<file path="config.mk">
export PLATFORM = sky130hd
export DESIGN_NAME = qspi_multi_ep
export DESIGN_NICKNAME = d
export VERILOG_FILES = /design/src/rtl/qspi_pkg.sv /design/src/rtl/qspi_tick_gen.sv /design/src/rtl/qspi_byte_buf.sv /design/src/rtl/qspi_multi_ep.sv
export SDC_FILE = /design/constraint.sdc
export NUM_CORES = 1
export LEC_CHECK = 0
export BUFFER_PORTS_ARGS = -buffer_cell sky130_fd_sc_hd__buf_2
export CAP_MARGIN = 10
export CORE_UTILIZATION = 58
export CTS_BUF_LIST = sky130_fd_sc_hd__clkbuf_4
export CTS_CLUSTER_DIAMETER = 150
export DETAILED_ROUTE_END_ITERATION = 7
export PLACE_DENSITY = 0.75
export SLEW_MARGIN = 40
export SYNTH_ARGS = -nofsm -noshare
export SYNTH_HDL_FRONTEND = slang
export SYNTH_HIERARCHICAL = 1
export SYNTH_SLANG_ARGS = --single-unit
</file>
<file path="constraint.sdc">
create_clock -name clk -period 9.3 [get_ports clk]
set_input_delay 2.79 -clock clk [delete_from_list [all_inputs] [get_ports clk]]
set_output_delay 2.79 -clock clk [all_outputs]
set_load 0.005 [all_outputs]
</file>
<file path="src/rtl/qspi_pkg.sv">
package qspi_pkg;

    typedef enum logic [2:0] {
        ST_IDLE     = 3'd0,
        ST_CS_SETUP = 3'd1,
        ST_SEND     = 3'd2,
        ST_RECV     = 3'd3,
        ST_CS_HOLD  = 3'd4
    } eng_state_e;

    // last unit index within a byte for the lane mode (8/b - 1)
    function automatic logic [2:0] last_unit(input logic [1:0] mode);
        case (mode)
            2'd0:    return 3'd7;
            2'd1:    return 3'd3;
            default: return 3'd1;
        endcase
    endfunction

    function automatic logic [3:0] out_lanes(input logic [1:0] mode, input logic [7:0] sr);
        case (mode)
            2'd0:    return {3'b000, sr[7]};
            2'd1:    return {2'b00, sr[7:6]};
            default: return sr[7:4];
        endcase
    endfunction

    function automatic logic [7:0] shift_out(input logic [1:0] mode, input logic [7:0] sr);
        case (mode)
            2'd0:    return {sr[6:0], 1'b0};
            2'd1:    return {sr[5:0], 2'b00};
            default: return {sr[3:0], 4'b0000};
        endcase
    endfunction

    function automatic logic [7:0] shift_in(input logic [1:0] mode, input logic [7:0] sr,
                                            input logic [3:0] lanes);
        case (mode)
            2'd0:    return {sr[6:0], lanes[1]};
            2'd1:    return {sr[5:0], lanes[1:0]};
            default: return {sr[3:0], lanes};
        endcase
    endfunction

endpackage

</file>
<file path="src/rtl/qspi_tick_gen.sv">
module qspi_tick_gen #(
    parameter int PRESC_W = 8
) (
    input  logic               clk,
    input  logic               rst_n,
    input  logic               en,
    input  logic [PRESC_W-1:0] presc,
    output logic               tick
);

    logic [PRESC_W-1:0] cnt_q;

    assign tick = en && (cnt_q == presc);

    always_ff @(posedge clk or negedge rst_n) begin
        if (!rst_n) begin
            cnt_q <= '0;
        end else if (!en || tick) begin
            cnt_q <= '0;
        end else begin
            cnt_q <= cnt_q + PRESC_W'(1);
        end
    end

endmodule

</file>
<file path="src/rtl/qspi_byte_buf.sv">
module qspi_byte_buf #(
    parameter int DEPTH = 16,
    parameter int AW    = 4
) (
    input  logic          clk,
    input  logic          sw_we,
    input  logic [AW-1:0] sw_addr,
    input  logic [7:0]    sw_wdata,
    output logic [7:0]    sw_rdata,
    input  logic          eng_we,
    input  logic [AW-1:0] eng_waddr,
    input  logic [7:0]    eng_wdata,
    input  logic [AW-1:0] eng_raddr,
    output logic [7:0]    eng_rdata
);

    logic [7:0] mem [DEPTH];

    always_ff @(posedge clk) begin
        if (eng_we) begin
            mem[eng_waddr] <= eng_wdata;
        end else if (sw_we) begin
            mem[sw_addr] <= sw_wdata;
        end
    end

    assign sw_rdata  = mem[sw_addr];
    assign eng_rdata = mem[eng_raddr];

endmodule

</file>
<file path="src/rtl/qspi_multi_ep.sv">
module qspi_multi_ep #(
    parameter  int N_EP      = 4,
    parameter  int BUF_DEPTH = 16,
    parameter  int PRESC_W   = 8,
    localparam int EPW       = (N_EP > 1) ? $clog2(N_EP) : 1,
    localparam int AW        = (BUF_DEPTH > 1) ? $clog2(BUF_DEPTH) : 1,
    localparam int LW        = $clog2(BUF_DEPTH + 1)
) (
    input  logic                clk,
    input  logic                rst_n,
    input  logic                i_start,
    input  logic [1:0]          i_mode,
    input  logic [EPW-1:0]      i_ep,
    input  logic [LW-1:0]       i_tx_len,
    input  logic [LW-1:0]       i_rx_len,
    input  logic [PRESC_W-1:0]  i_presc,
    input  logic                i_buf_we,
    input  logic [AW-1:0]       i_buf_addr,
    input  logic [7:0]          i_buf_wdata,
    output logic [7:0]          o_buf_rdata,
    output logic                o_busy,
    output logic                o_done,
    output logic [N_EP-1:0]     o_csn,
    output logic [N_EP-1:0]     o_sck,
    output logic [3:0]          o_sdio_out,
    output logic [N_EP-1:0]     o_sdio_oe,
    input  logic [4*N_EP-1:0]   i_sdio_in
);

    import qspi_pkg::*;

    localparam logic [LW-1:0] DEPTH_L = LW'(BUF_DEPTH);

    eng_state_e          state_q, state_d;
    logic [EPW-1:0]      ep_q;
    logic [1:0]          mode_q;
    logic [PRESC_W-1:0]  presc_q;
    logic [LW-1:0]       tx_len_q, rx_len_q, idx_q, idx_nxt;
    logic [2:0]          unit_q;
    logic                sck_q, done_q;
    logic [7:0]          tx_sr, rx_sr;
    logic                busy, tick, unit_last, tx_last, rx_last, fall_tick;
    logic                eng_we;
    logic [AW-1:0]       eng_raddr;
    logic [7:0]          eng_rdata;
    logic [3:0]          lanes_in;

    assign busy      = (state_q != ST_IDLE);
    assign unit_last = (unit_q == last_unit(mode_q));
    assign idx_nxt   = idx_q + LW'(1);
    assign tx_last   = (idx_nxt == tx_len_q);
    assign rx_last   = (idx_nxt == rx_len_q);
    assign fall_tick = tick && sck_q;
    assign eng_raddr = (state_q == ST_CS_SETUP) ? '0 : idx_nxt[AW-1:0];
    assign eng_we    = (state_q == ST_RECV) && fall_tick && unit_last;

    qspi_tick_gen #(.PRESC_W(PRESC_W)) u_tick (
        .clk   (clk),
        .rst_n (rst_n),
        .en    (busy),
        .presc (presc_q),
        .tick  (tick)
    );

    qspi_byte_buf #(.DEPTH(BUF_DEPTH), .AW(AW)) u_buf (
        .clk       (clk),
        .sw_we     (i_buf_we && !busy),
        .sw_addr   (i_buf_addr),
        .sw_wdata  (i_buf_wdata),
        .sw_rdata  (o_buf_rdata),
        .eng_we    (eng_we),
        .eng_waddr (idx_q[AW-1:0]),
        .eng_wdata (rx_sr),
        .eng_raddr (eng_raddr),
        .eng_rdata (eng_rdata)
    );

    // lane input of the captured endpoint
    always_comb begin
        lanes_in = '0;
        for (int e = 0; e < N_EP; e++) begin
            if (ep_q == EPW'(e)) lanes_in = i_sdio_in[e*4 +: 4];
        end
    end

    // next-state logic
    always_comb begin
        state_d = state_q;
        unique case (state_q)
            ST_IDLE:     if (i_start) state_d = ST_CS_SETUP;
            ST_CS_SETUP: if (tick) begin
                             if (tx_len_q != '0)      state_d = ST_SEND;
                             else if (rx_len_q != '0) state_d = ST_RECV;
                             else                     state_d = ST_CS_HOLD;
                         end
            ST_SEND:     if (fall_tick && unit_last && tx_last)
                             state_d = (rx_len_q != '0) ? ST_RECV : ST_CS_HOLD;
            ST_RECV:     if (fall_tick && unit_last && rx_last) state_d = ST_CS_HOLD;
            ST_CS_HOLD:  if (tick) state_d = ST_IDLE;
            default:     state_d = ST_IDLE;
        endcase
    end

    // state register
    always_ff @(posedge clk or negedge rst_n) begin
        if (!rst_n) state_q <= ST_IDLE;
        else        state_q <= state_d;
    end

    // datapath and output registers
    always_ff @(posedge clk or negedge rst_n) begin
        if (!rst_n) begin
            ep_q     <= '0;
            mode_q   <= '0;
            presc_q  <= '0;
            tx_len_q <= '0;
            rx_len_q <= '0;
            idx_q    <= '0;
            unit_q   <= '0;
            sck_q    <= 1'b0;
            done_q   <= 1'b0;
            tx_sr    <= '0;
            rx_sr    <= '0;
        end else begin
            unique case (state_q)
                ST_IDLE: if (i_start) begin
                    ep_q     <= i_ep;
                    mode_q   <= i_mode;
                    presc_q  <= i_presc;
                    tx_len_q <= (i_tx_len > DEPTH_L) ? DEPTH_L : i_tx_len;
                    rx_len_q <= (i_rx_len > DEPTH_L) ? DEPTH_L : i_rx_len;
                    idx_q    <= '0;
                    unit_q   <= '0;
                    sck_q    <= 1'b0;
                    done_q   <= 1'b0;
                end
                ST_CS_SETUP: if (tick) tx_sr <= eng_rdata;
                ST_SEND: if (tick) begin
                    if (!sck_q) begin
                        sck_q <= 1'b1;
                    end else begin
                        sck_q <= 1'b0;
                        if (unit_last) begin
                            unit_q <= '0;
                            idx_q  <= tx_last ? '0 : idx_nxt;
                            tx_sr  <= eng_rdata;
                        end else begin
                            unit_q <= unit_q + 3'd1;
                            tx_sr  <= shift_out(mode_q, tx_sr);
                        end
                    end
                end
                ST_RECV: if (tick) begin
                    if (!sck_q) begin
                        sck_q <= 1'b1;
                        rx_sr <= shift_in(mode_q, rx_sr, lanes_in);
                    end else begin
                        sck_q <= 1'b0;
                        if (unit_last) begin
                            unit_q <= '0;
                            idx_q  <= idx_nxt;
                        end else begin
                            unit_q <= unit_q + 3'd1;
                        end
                    end
                end
                ST_CS_HOLD: if (tick) done_q <= 1'b1;
                default: ;
            endcase
        end
    end

    assign o_busy     = busy;
    assign o_done     = done_q;
    assign o_sdio_out = (state_q == ST_SEND) ? out_lanes(mode_q, tx_sr) : 4'b0000;

    for (genvar e = 0; e < N_EP; e++) begin : g_ep
        logic sel;
        assign sel          = busy && (ep_q == EPW'(e));
        assign o_csn[e]     = !sel;
        assign o_sck[e]     = sel && sck_q;
        assign o_sdio_oe[e] = sel && (state_q == ST_SEND) && (mode_q != 2'd0);
    end

endmodule

</file>
Word level (Yosys, flattened, before mapping)
Memories as Yosys holds them, arrays and structs flattened.
Cells that the tools add are included.
- register bits after elaboration: 59
- latch bits: 0
- memory bits (writable): 128
- ROM bits: 0
- bits of input ports: 54
- output and inout bits: 26
- word-level logic and storage cells: 150
- memories kept: 1
- add/sub/neg operators: 3
- multiply operators: 0
- div/mod/pow operators: 0
- $lt $le $gt $ge: 2
- equal/unequal tests: 25
- shift operators: 0
- multiplexer cells: 54
- bitwise gates (word level): 1
- reductions and logical operators: 51
- memory list (name ; words ; bits a word ; rd ports ; clocked after memory_dff ; write ports ; RTL line ; source):
    u_buf.mem ; 16 ; 8 ; 2 ; 0 ; 1 ; qspi_byte_buf.sv:17 ; logic [7:0] mem [DEPTH];
- operator list (operator ; count):
    2-to-1 mux 5 bit ; 10
    2-to-1 mux 8 bit ; 6
    one-hot mux 8 bit (2 select lines) ; 3
    2-to-1 mux 3 bit ; 11
    2-to-1 mux 4 bit ; 7
    logical AND 1 bit ; 24
    != test 2 bit (second input constant) ; 10
    one-hot mux 3 bit (5 select lines) ; 1
    one-hot mux 5 bit (3 select lines) ; 1
    one-hot mux 3 bit (2 select lines) ; 2
    equality test 5 bit ; 2
    > comparator 5 bit (second input constant) ; 2
    2-to-1 mux 1 bit ; 10
    nonzero test 5 bit ; 2
    AND reduction 3 bit ; 3
    adder 8 x 1 -> 8 bit (second input constant) ; 1
    equality test 8 bit ; 1
    one-hot mux 4 bit (2 select lines) ; 1
    AND reduction 4 bit ; 2
    AND reduction 8 bit ; 1
    nonzero test 2 bit ; 4
    OR reduction 8 bit ; 1
    equality test 3 x 2 -> 1 bit (second input constant) ; 2
    != test 2 x 1 -> 1 bit (second input constant) ; 3
    17 further kinds ; 26

Logic depth before layout (Yosys ltp)
Gate-level depths: netlist of run 1.
- word-level depth: 9
- depth in mapped cells: 12
- depth with buffers taken out: 9

Cells and area by module
The synthesis of run 1 kept the hierarchy.
- modules (own cells, without submodules) (module ; instances ; cells each ; area an instance (um2) ; seq. area each (um2)):
    qspi_byte_buf ; 1 ; 363 ; 6293.5 ; 3843.7
    qspi_multi_ep ; 1 ; 347 ; 3119.2 ; 1276.2
    qspi_tick_gen ; 1 ; 46 ; 500.5 ; 200.2

Worst setup path before layout of run 1
Ideal clock, no wire load.
- path type: input to output
- start point: input port i_buf_addr[0]
- end point: output port o_buf_rdata[7]
- arrival time: 3840 ps
- data required time: 6510 ps
- setup slack: 2670 ps
- stages on the path: 5
- buffers on the path: 1
- path through: buf_6 > mux4_2 > and2_0 > a211oi_1 > a21oi_1
- word-level cells in the longest chain between the ends: 1
- ends and longest elaborated chain (item ; RTL line ; source):
    from (decl) ; qspi_multi_ep.sv:18 ; input logic [AW-1:0] i_buf_addr,
    memory (16 x 8 bit) ; -- ;
    to (decl) ; qspi_multi_ep.sv:20 ; output logic [7:0] o_buf_rdata,
Every way passes these cells.

Worst setup path after layout of run 1
- start point: input port i_buf_addr[0]
- end point: output port o_buf_rdata[2]
The elaborated chain is that of the path after synthesis.

==> qor.csv, run 1 <==
stage,metric,value,unit
synth,Yosys cell types,63,
floorplan,Starting Density,59.6,%
setup_path,Crit path required time,6.51,ns
synth,dominant synthesized flop cell,edfxtp_1,
floorplan,die area,17600,um^2
clocking,clock sinks,187,
clocking,clk_lat worst skew,0.59,ns
power_and_ir_drop,Power Dens Cells,278,nW/um^2
routing,vias per cell,6.55,
setup_path,critical setup path kind,in -> out,
outcome,status,completed,
clocking,post_cts resized,0,
global_routing,total gr overflow,0,
synth,Post-synth top cells,"edfxtp_1 (128), nor2_1 (68), dfrtp_1 (59)",
final_layout,Antenna Cells,0,
synth,cell with the most instances after synthesis,edfxtp_1,
setup_path,Crit Reg-Reg Startpoint,u_tick/cnt_q[4]$_DFF_PN0_,
sta,clock skew,0.0287,ns
synth,"top cells by area, synth","edfxtp_1 (39%), dfrtp_1 (15%), mux4_2 (5.9%), mux2i_1 (5.9%), mux4_1 (5.6%)",
run,MaxCap Viol Count,0,
setup_path,crit path launch type,input port,
clocking,CTS Hold Bufs,0,
global_routing,initial antenna violation count,0,
sta,Final Hold Vio Count,0,
routing,average wire per standard cell,22.9,um
floorplan,# IOs,80,
floorplan,Die Ht,133,um
power_and_ir_drop,maximum vdd ir drop,0.140,mV
setup_path,Critical Path Max Stage Delay,0.61,ns
synth,number of synthesized flops with an enable pin,128,
synth,synthesized flop and latch total,187,
synth,share of Yosys cell area claimed by the top area cell type,38.8,%
setup_path,critical-path cell list,"buf_4, buf_4, mux4_1, mux2i_1, o21ai_0, buf_2",
clocking,clock slew at reported path FFs,0.15,ns
global_routing,pin count of the biggest net entering global routing,60,
global_routing,GRT Overall Usage,28.2,%
sta,crit share post-route,81.2,%
sta,Worst Max-Slew Pin Slew,0.825,ns
placement,dpl hpwl,16200,um
global_routing,vias in the first global route,6748,
min_path,hold_sp,rx_sr[7]$_DFFE_PN0P_,
sta,RSZ-0062 raised after global routing,no,
routing,Remaining DRCs,0,
setup_path,crit-path most repeated cell,buf_4,
final_layout,fin util,64.2,%
synth,leading area contributor after synthesis,edfxtp_1,
clocking,TritonCTS clock tree,built,
clocking,Longest Clk Path Bufs,2,
clocking,Setup Buffers After CTS,0,
floorplan,Die Span X,133,um
setup_path,Critical Path AT,4.76,ns
routing,drt pass-1 iters,5,
final_layout,Syn-to-layout area delta,7.77,%
synth,synthesized area,9910,um^2
min_path,HP Class,reg -> reg,
sta,worst setup margin,1.75,ns
setup_path,Crit-path slowest cell,mux4_1,
final_layout,fin nets,866,
clocking,CTS root buffer,clkbuf_4,
synth,Synth warnings,6,
synth,sequential fraction of the synthesis area,53.7,%
global_routing,first-pass GRT wire length,37200,um
sta,Final setup viols,0,
setup_path,Crit. Startpoint,i_buf_addr[0],
setup_path,CP Max Fanout,31,
routing,Final ANT Viol Nets,0,
synth,asr flop ratio synth,31.6,%
clocking,H-tree levels,4,
sta,relative slew slack,44.9,%
floorplan,Core Region,16600,um^2
routing,vias,6819,
sta,min cycle time layout,7.55,ns
final_layout,layout cells sized above 1,24.2,%
routing,routed wire length,23800,um
setup_path,Setup crit end kind,output pin,
routing,initial DRC count,634,
power_and_ir_drop,Leakage Power,4.01,nW
placement,dpl ws,1.77,ns
placement,Buffers on Ports,79,
sta,maximum clock frequency,132,MHz
floorplan,FP Rows,47,
placement,routability cong.,0.859,
clocking,TritonCTS Buffers,17,
sta,Final Max Slew Viols,0,
sta,setup TNS,0,ns
synth,Mapped Cells,756,
synth,Syn Area/Cell,13.1,um^2
synth,synthesized net count,813,
## path summary, 6_finish.rpt
check | depth (start not counted) | to | slack (ns)
max | 6 | o_buf_rdata[2] | 1.75
min | 2 | rx_sr[7]$_DFFE_PN0P_ | 0.52
max reg2reg | 9 | u_buf/mem[0][4]$_DFFE_PP_ | 5.21
min reg2reg | 2 | rx_sr[7]$_DFFE_PN0P_ | 0.52
max in group asynchronous | 2 | rx_sr[6]$_DFFE_PN0P_ | 6.66
min in group asynchronous | 2 | mode_q[1]$_DFFE_PN0P_ | 2.25
## placed cells by master (no fill, tap or decap), types with 4 or more instances in the layout
cell type	netlist	layout
a211oi_1	9	9
a21oi_1	36	36
a22oi_1	37	37
a31oi_1	8	8
and3_1	6	6
buf_2	11	78
buf_4	2	7
clkbuf_4	0	18
dfrtp_1	59	58
edfxtp_1	128	128
inv_1	13	13
mux2_2	22	22
mux2i_1	58	58
mux4_1	21	21
mux4_2	26	26
nand2_1	47	47
nand2b_1	12	12
nand3_1	11	11
nand4_1	4	4
nor2_1	68	50
nor2_2	0	17
nor2b_1	11	10
nor3_1	10	10
o211ai_1	6	6
o21ai_0	31	31
o21ai_1	9	9
or3_1	4	4
xnor2_1	9	9
xor2_1	14	14
## metal layers
layer	part of all wire (%)	track usage (%)
met5	0	0
met4	3.3	12.8
met3	7.0	5.25
met2	49	46.3
met1	41	36.8
## cells by family (layout without fill, tap and decap cells)
kind of cell,after synthesis,after routing,synth area share (%)
flip-flops,187,187,53.7
buffers and inverters,65,130,3.79
XOR/XNOR,26,26,2.59
adder cells (fa/ha/maj),3,3,0.379
multiplexers,128,128,20.1
AO/OA/AOI/OAI,155,155,10.2
AND/OR/NAND/NOR,192,192,9.29
## flip-flops by register name, indices dropped and copies added (netlist names)
name	count
tx_sr	8
mode_q	2
u_buf/mem	128
rx_len_q	5
idx_q	5
ep_q	2
unit_q	3
u_tick/cnt_q	8
sck_q	1
o_done	1
rx_sr	8
state_q	3
presc_q	8
tx_len_q	5
## through the flow
step,power (mW),area [um^2],instances,hold WS [ns]
detailed placement,2.49,10400,1010,0.484
finish,2.97,10700,1041,0.525
floorplan,2.17,9910,756,0.446
global placement,2.44,10300,1010,0.472
CTS,2.94,10600,1041,0.518
global route,3.14,10700,1041,0.568
## critical path, delay by kind of cell
kind | cells | cell delay (ns)
buf+inv | 3 | 1.09
mux | 2 | 0.74
compound gates | 1 | 0.10
## final cells by class
cell class / instances / area, um^2
tap: 220 / 275
timing repair buffer: 86 / 454
sequential: 187 / 5320
clock inverter: 13 / 154
clock buffer: 18 / 135
multi-input combinational: 504 / 4300
inverter: 13 / 48.8
fill: 1225 / 5960
## where the power goes
| group | internal, mW | leakage, nW | switching [mW] | total [mW] |
|---|---|---|---|---|
| sequential | 1.04 | 1.86 | 0.172 | 1.21 |
| combinational | 0.553 | 2.00 | 0.761 | 1.31 |
| clock | 0.146 | 0.147 | 0.302 | 0.448 |
No activity file was read; power rests on OpenSTA's default activity.
==> run 2, diff against run 1 <==
--- a/config.mk
+++ b/config.mk
@@ -5,13 +5,14 @@
 export SDC_FILE = /design/constraint.sdc
 export NUM_CORES = 1
 export LEC_CHECK = 0
+export ABC_AREA = 1
 export BUFFER_PORTS_ARGS = -buffer_cell sky130_fd_sc_hd__buf_2
 export CAP_MARGIN = 10
-export CORE_UTILIZATION = 58
+export CORE_UTILIZATION = 57
 export CTS_BUF_LIST = sky130_fd_sc_hd__clkbuf_4
 export CTS_CLUSTER_DIAMETER = 150
 export DETAILED_ROUTE_END_ITERATION = 7
-export PLACE_DENSITY = 0.75
+export PLACE_DENSITY = 0.76
 export SLEW_MARGIN = 40
 export SYNTH_ARGS = -nofsm -noshare
 export SYNTH_HDL_FRONTEND = slang
==> constraint.sdc (replaced) <==
create_clock -name clk -period 6.2 [get_ports clk]
set_input_delay 1.86 -clock clk [delete_from_list [all_inputs] [get_ports clk]]
set_output_delay 1.86 -clock clk [all_outputs]
set_load 0.005 [all_outputs]
==> qor.csv, run 2 <==
stage,metric,value,unit
placement,dpl hpwl,18300,um
sta,Final Hold Vio Count,0,
synth,leading area contributor after synthesis,edfxtp_1,
placement,routability cong.,0.893,
synth,Syn Area/Cell,8.01,um^2
routing,average wire per standard cell,17.0,um
synth,Synth warnings,6,
global_routing,pin count of the biggest net entering global routing,66,
final_layout,layout cells sized above 1,13.8,%
synth,synthesized flop and latch total,187,
floorplan,Die Span X,139,um
synth,synthesized area,10700,um^2
routing,vias,9397,
synth,"top cells by area, synth","edfxtp_1 (36%), nand2_1 (15%), dfrtp_1 (14%), nand3_1 (12%), inv_1 (6.7%)",
routing,routed wire length,27700,um
floorplan,Die Ht,139,um
outcome,failing checks,DRC,
placement,DP Cell Count,1593,
clocking,post_cts resized,0,
global_routing,GRT Overall Usage,29.5,%
global_routing,initial antenna violation count,1,
sta,setup TNS,0,ns
routing,initial DRC count,1056,
setup_path,crit path launch type,input port,
clocking,clk_lat worst skew,0.59,ns
final_layout,Final Instance Count excl. Fillers,1626,
sta,clock skew,0.0247,ns
clocking,clock slew at reported path FFs,0.15,ns
routing,Remaining DRCs,3,
clocking,H-tree levels,4,
synth,Post-synth top cells,"nand2_1 (416), nand3_1 (256), inv_1 (192)",
routing,vias per cell,5.78,
clocking,TritonCTS clock tree,built,
sta,relative slew slack,44.1,%
sta,Final Max Slew Viols,0,
sta,maximum clock frequency,188,MHz
sta,min cycle time layout,5.31,ns
setup_path,critical setup path kind,in -> out,
synth,sequential fraction of the synthesis area,49.6,%
routing,Final ANT Viol Nets,0,
synth,dominant synthesized flop cell,edfxtp_1,
min_path,HP Class,reg -> reg,
clocking,Longest Clk Path Bufs,2,
final_layout,"most common cell after layout, fill and taps aside",nand2_1,
final_layout,max reg flops,128,
floorplan,# IOs,80,
clocking,clock sinks,187,
sta,Final setup viols,0,
floorplan,die area,19400,um^2
final_layout,most frequent cells in the layout,"nand2_1 (416), nand3_1 (256), inv_1 (191)",
setup_path,Setup crit end kind,output pin,
setup_path,Critical Path AT,3.45,ns
synth,Mapped Cells,1340,
floorplan,FP Rows,49,
power_and_ir_drop,Leakage Power,5.30,nW
power_and_ir_drop,maximum vdd ir drop,0.280,mV
clocking,CTS root buffer,clkbuf_4,
routing,drt pass-1 iters,8,
synth,synthesized net count,1397,
synth,cell with the most instances after synthesis,nand2_1,
floorplan,Core Region,18200,um^2
final_layout,fin util,62.5,%
final_layout,fin nets,1440,
global_routing,vias in the first global route,8917,
final_layout,Top reg by flops,u_buf/mem,
synth,share of Yosys cell area claimed by the top area cell type,35.8,%
synth,number of synthesized flops with an enable pin,128,
sta,Worst Max-Slew Pin Slew,0.835,ns
setup_path,Crit path required time,4.34,ns
final_layout,Syn-to-layout area delta,5.98,%
placement,Buffers on Ports,79,
power_and_ir_drop,Power Dens Cells,381,nW/um^2
global_routing,first-pass GRT wire length,44500,um
clocking,Setup Buffers After CTS,0,
floorplan,Starting Density,59.0,%
run,MaxCap Viol Count,0,
sta,crit share post-route,85.6,%
clocking,TritonCTS Buffers,17,
sta,RSZ-0062 raised after global routing,no,
synth,asr flop ratio synth,31.6,%
synth,Yosys cell types,44,
global_routing,total gr overflow,0,
clocking,CTS Hold Bufs,0,
setup_path,CP Max Fanout,46,
outcome,status,"complete, but fails checks",
run 2: area by class of cell:
type                       count  area [um^2]
clock inverter                15          163
sequential                   187         5320
multi-input combinational    884         4230
timing repair buffer          86          464
tap                          229          287
fill                        1593         6830
inverter                     207          782
clock buffer                  17          128
antenna                        1         2.50
run 2: per-stage QoR:
stage / hold slack (ns) / instance area, um^2 / power, mW / setup WS [ns]
floorplan: 0.448 / 10700 / 3.13 / 1.80
global placement: 0.472 / 11000 / 3.57 / 1.03
detailed placement: 0.487 / 11100 / 3.62 / 1.01
CTS: 0.522 / 11400 / 4.31 / 0.993
global route: 0.541 / 11400 / 4.61 / 0.850
finish: 0.518 / 11400 / 4.33 / 0.893
run 2: kinds of logic after synthesis:
kind of cell    count (synthesis)  synth area share [%]
compound gates                 95                  5.63
flops                         187                  49.6
xor+xnor                        7                 0.571
fa+ha+maj                       3                 0.350
mux                             8                 0.839
buf+inv                       269                  11.5
simple gates                  771                  31.6
run 2: worst paths after layout:
| kind | startpoint | to | slack (ns) | cells after the start |
|---|---|---|---|---|
| min in group asynchronous | rst_n | tx_sr[6]$_DFFE_PN0P_ | 1.29 | 2 |
| max in group asynchronous | rst_n | rx_len_q[2]$_DFFE_PN0P_ | 4.46 | 2 |
| hold reg to reg | o_done$_DFFE_PN0P_ | o_done$_DFFE_PN0P_ | 0.52 | 1 |
| setup / recovery | i_buf_addr[0] | o_buf_rdata[3] | 0.89 | 8 |
| hold / removal | o_done$_DFFE_PN0P_ | o_done$_DFFE_PN0P_ | 0.52 | 1 |
| setup reg to reg | u_tick/cnt_q[2]$_DFF_PN0_ | u_buf/mem[9][2]$_DFFE_PP_ | 2.71 | 15 |
run 2: critical path: stages:
cell	delay (ns)
buf_2	0.34
buf_4	0.52
nand2_1	0.13
nand3_1	0.12
nand3_1	0.11
nand3_1	0.15
nand2_1	0.09
buf_2	0.13
run 2: per-layer routing:
layer | part of all wire [%] | GRT usage, % | vias up
met2 | 49 | 49.5 | 475
met4 | 2.9 | 11.0 | 0
met5 | 0 | 0 | -
li1 | - | - | 4438
met1 | 40 | 37.9 | 4415
met3 | 8.5 | 5.64 | 69
run 2: report_power, final:
| part | internal [mW] | switching (mW) |
|---|---|---|
| sequential | 1.57 | 0.149 |
| clock | 0.249 | 0.447 |
| combinational | 0.579 | 1.34 |
| total | 2.40 | 1.94 |
==> run 3, diff against run 2 <==
--- a/config.mk
+++ b/config.mk
@@ -7,12 +7,13 @@
 export LEC_CHECK = 0
 export ABC_AREA = 1
 export BUFFER_PORTS_ARGS = -buffer_cell sky130_fd_sc_hd__buf_2
-export CAP_MARGIN = 10
-export CORE_UTILIZATION = 57
+export CAP_MARGIN = 30
+export CORE_UTILIZATION = 58
 export CTS_BUF_LIST = sky130_fd_sc_hd__clkbuf_4
 export CTS_CLUSTER_DIAMETER = 150
 export DETAILED_ROUTE_END_ITERATION = 7
-export PLACE_DENSITY = 0.76
+export PLACE_DENSITY = 0.74
+export RECOVER_POWER = 100
 export SLEW_MARGIN = 40
 export SYNTH_ARGS = -nofsm -noshare
 export SYNTH_HDL_FRONTEND = slang
==> constraint.sdc (replaced) <==
create_clock -name clk -period 5.34 [get_ports clk]
set_input_delay 1.602 -clock clk [delete_from_list [all_inputs] [get_ports clk]]
set_output_delay 1.602 -clock clk [all_outputs]
set_load 0.005 [all_outputs]
==> qor.csv, run 3 (synthesis results as in run 2) <==
stage,metric,value,unit
clocking,H-tree levels,4,
placement,routability cong.,0.943,
routing,average wire per standard cell,17.5,um
routing,Remaining DRCs,0,
final_layout,FILL cells,1630,
sta,Final setup viols,0,
sta,clock skew,0.0229,ns
floorplan,Die Ht,138,um
final_layout,Top reg by flops,u_buf/mem,
routing,vias,9316,
sta,RSZ-0062 raised after global routing,no,
global_routing,initial antenna violation count,1,
outcome,failing checks,"capacitance limit, slew limit",
power_and_ir_drop,Comb pwr share,44.4,%
global_routing,total gr overflow,0,
setup_path,Crit path required time,3.74,ns
routing,drt pass-1 iters,6,
power_and_ir_drop,Clk pwr share,14.8,%
final_layout,"most common cell after layout, fill and taps aside",nand2_1,
placement,dpl hpwl,19000,um
setup_path,Crit. Startpoint,i_buf_addr[0],
clocking,TritonCTS Buffers,17,
final_layout,fin nets,1441,
floorplan,die area,19100,um^2
setup_path,critical setup path kind,in -> out,
final_layout,layout cells sized above 1,10.0,%
sta,Final Max Slew Viols,37,
power_and_ir_drop,Power Dens Cells,435,nW/um^2
clocking,clk_lat worst skew,0.59,ns
floorplan,Core Region,18000,um^2
global_routing,vias in the first global route,8781,
sta,maximum clock frequency,214,MHz
setup_path,flop2flop setup slack,1.18,ns
setup_path,worst r2r dst,u_buf/mem[15][1]$_DFFE_PP_,
clocking,clock sinks,187,
clocking,Longest Clk Path Bufs,2,
floorplan,Die Span X,138,um
clocking,CTS root buffer,clkbuf_4,
power_and_ir_drop,Net Sw Frac,44.5,%
clocking,CTS Hold Bufs,0,
sta,crit share post-route,87.5,%
sta,Final Hold Vio Count,0,
final_layout,area of the multi-input gates,4110,um^2
sta,final hold slack,0.514,ns
routing,vias per cell,5.73,
setup_path,CP Max Fanout,64,
global_routing,first-pass GRT wire length,45500,um
setup_path,Crit Reg-Reg Startpoint,u_tick/cnt_q[5]$_DFF_PN0_,
floorplan,FP Rows,49,
sta,Worst Max-Slew Pin Slew,1.99,ns
routing,routed wire length,28500,um
floorplan,Starting Density,59.6,%
final_layout,most frequent cells in the layout,"nand2_1 (421), nand3_1 (256), inv_1 (194)",
power_and_ir_drop,Pint,2.70,mW
global_routing,GRT Overall Usage,30.7,%
run,MaxCap Viol Count,1,
final_layout,Syn-to-layout area delta,4.36,%
global_routing,pin count of the biggest net entering global routing,65,
setup_path,Critical Path AT,3.07,ns
min_path,hold_sp,rx_sr[7]$_DFFE_PN0P_,
routing,Final ANT Viol Nets,0,
outcome,status,"complete, but fails checks",
power_and_ir_drop,register share of total power,40.8,%
setup_path,Critical path destination,o_buf_rdata[1],
setup_path,Reg2Reg Depth,17,
routing,initial DRC count,910,
clocking,clock slew at reported path FFs,0.15,ns
setup_path,Setup crit end kind,output pin,
sta,relative slew slack,-32.5,%
placement,Buffers on Ports,79,
power_and_ir_drop,Leakage Power,5.19,nW
setup_path,crit path launch type,input port,
final_layout,max reg flops,128,
power_and_ir_drop,maximum vdd ir drop,0.337,mV
floorplan,# IOs,80,
clocking,post_cts resized,0,
power_and_ir_drop,P_sw,2.17,mW
clocking,Setup Buffers After CTS,0,
sta,min cycle time layout,4.67,ns
final_layout,Storage cell area,5320,um^2
sta,setup TNS,0,ns
clocking,TritonCTS clock tree,built,
min_path,HP Class,reg -> reg,
## run 3: cell count changes in the layout (fill, tap and decap cells not counted), sizes merged
cell,previous run,this run
buf,86,70
clkinvlp,1,3
bufinv,2,1
inv,213,203
clkbuf,17,35
clkinv,6,14
## run 3: how the worst min path moves through the flow
stage	slack (ns)	endpoint	cells after the start
2_1_floorplan	0.45	rx_sr[7]$_DFFE_PN0P_	2
3_3_place_gp	0.47	rx_sr[7]$_DFFE_PN0P_	2
3_5_place_dp	0.48	rx_sr[7]$_DFFE_PN0P_	2
4_1_cts	0.51	rx_sr[7]$_DFFE_PN0P_	2
5_1_grt	0.55	presc_q[2]$_DFFE_PN0P_	2
6_report	0.51	rx_sr[7]$_DFFE_PN0P_	2
## run 3: area by class of cell
type                       count  area share, %
multi-input combinational    884           36.6
sequential                   187           47.5
timing repair buffer          87           4.01
clock buffer                  18           1.21
inverter                     207           6.97
antenna                        1         0.0223
clock inverter                14           1.12
tap                          229           2.56
## run 3: layer usage
layer	track usage (%)	part of all wire, %
met3	4.09	8.1
met1	39.4	39
met5	0	0
met2	51.2	49
met4	15.3	4.1
## run 3: power groups by stage
| stage | clock, mW | combinational, mW | sequential (mW) |
|---|---|---|---|
| 6_report | 0.721 | 2.17 | 1.99 |
| 5_1_grt | 0.792 | 2.38 | 2.01 |
| 4_1_cts | 0.732 | 2.18 | 1.99 |
| 3_5_place_dp | 0 | 2.18 | 2.02 |
| 3_3_place_gp | 0 | 2.12 | 2.01 |
| 2_1_floorplan | 0 | 1.69 | 1.95 |
## run 3: critical path, cell delays in order
cell	delay [ns]
clkbuf_1	0.11
buf_4	0.60
nand2_1	0.13
nand3_1	0.11
nand3_1	0.09
nand3_1	0.13
nand2_1	0.12
buf_2	0.14
## run 3: through the flow
stage	cells	cell area, um^2	utilization (%)	worst slack [ns]	power, mW
final	1627	11200	62.2	0.666	4.87
after global placement	1594	11100	61.3	0.799	4.14
after floorplan	1340	10700	-	1.46	3.64
after detailed placement	1594	11100	61.4	0.795	4.20
after global routing	1627	11200	62.2	0.611	5.18
after CTS	1626	11300	62.9	0.795	4.90
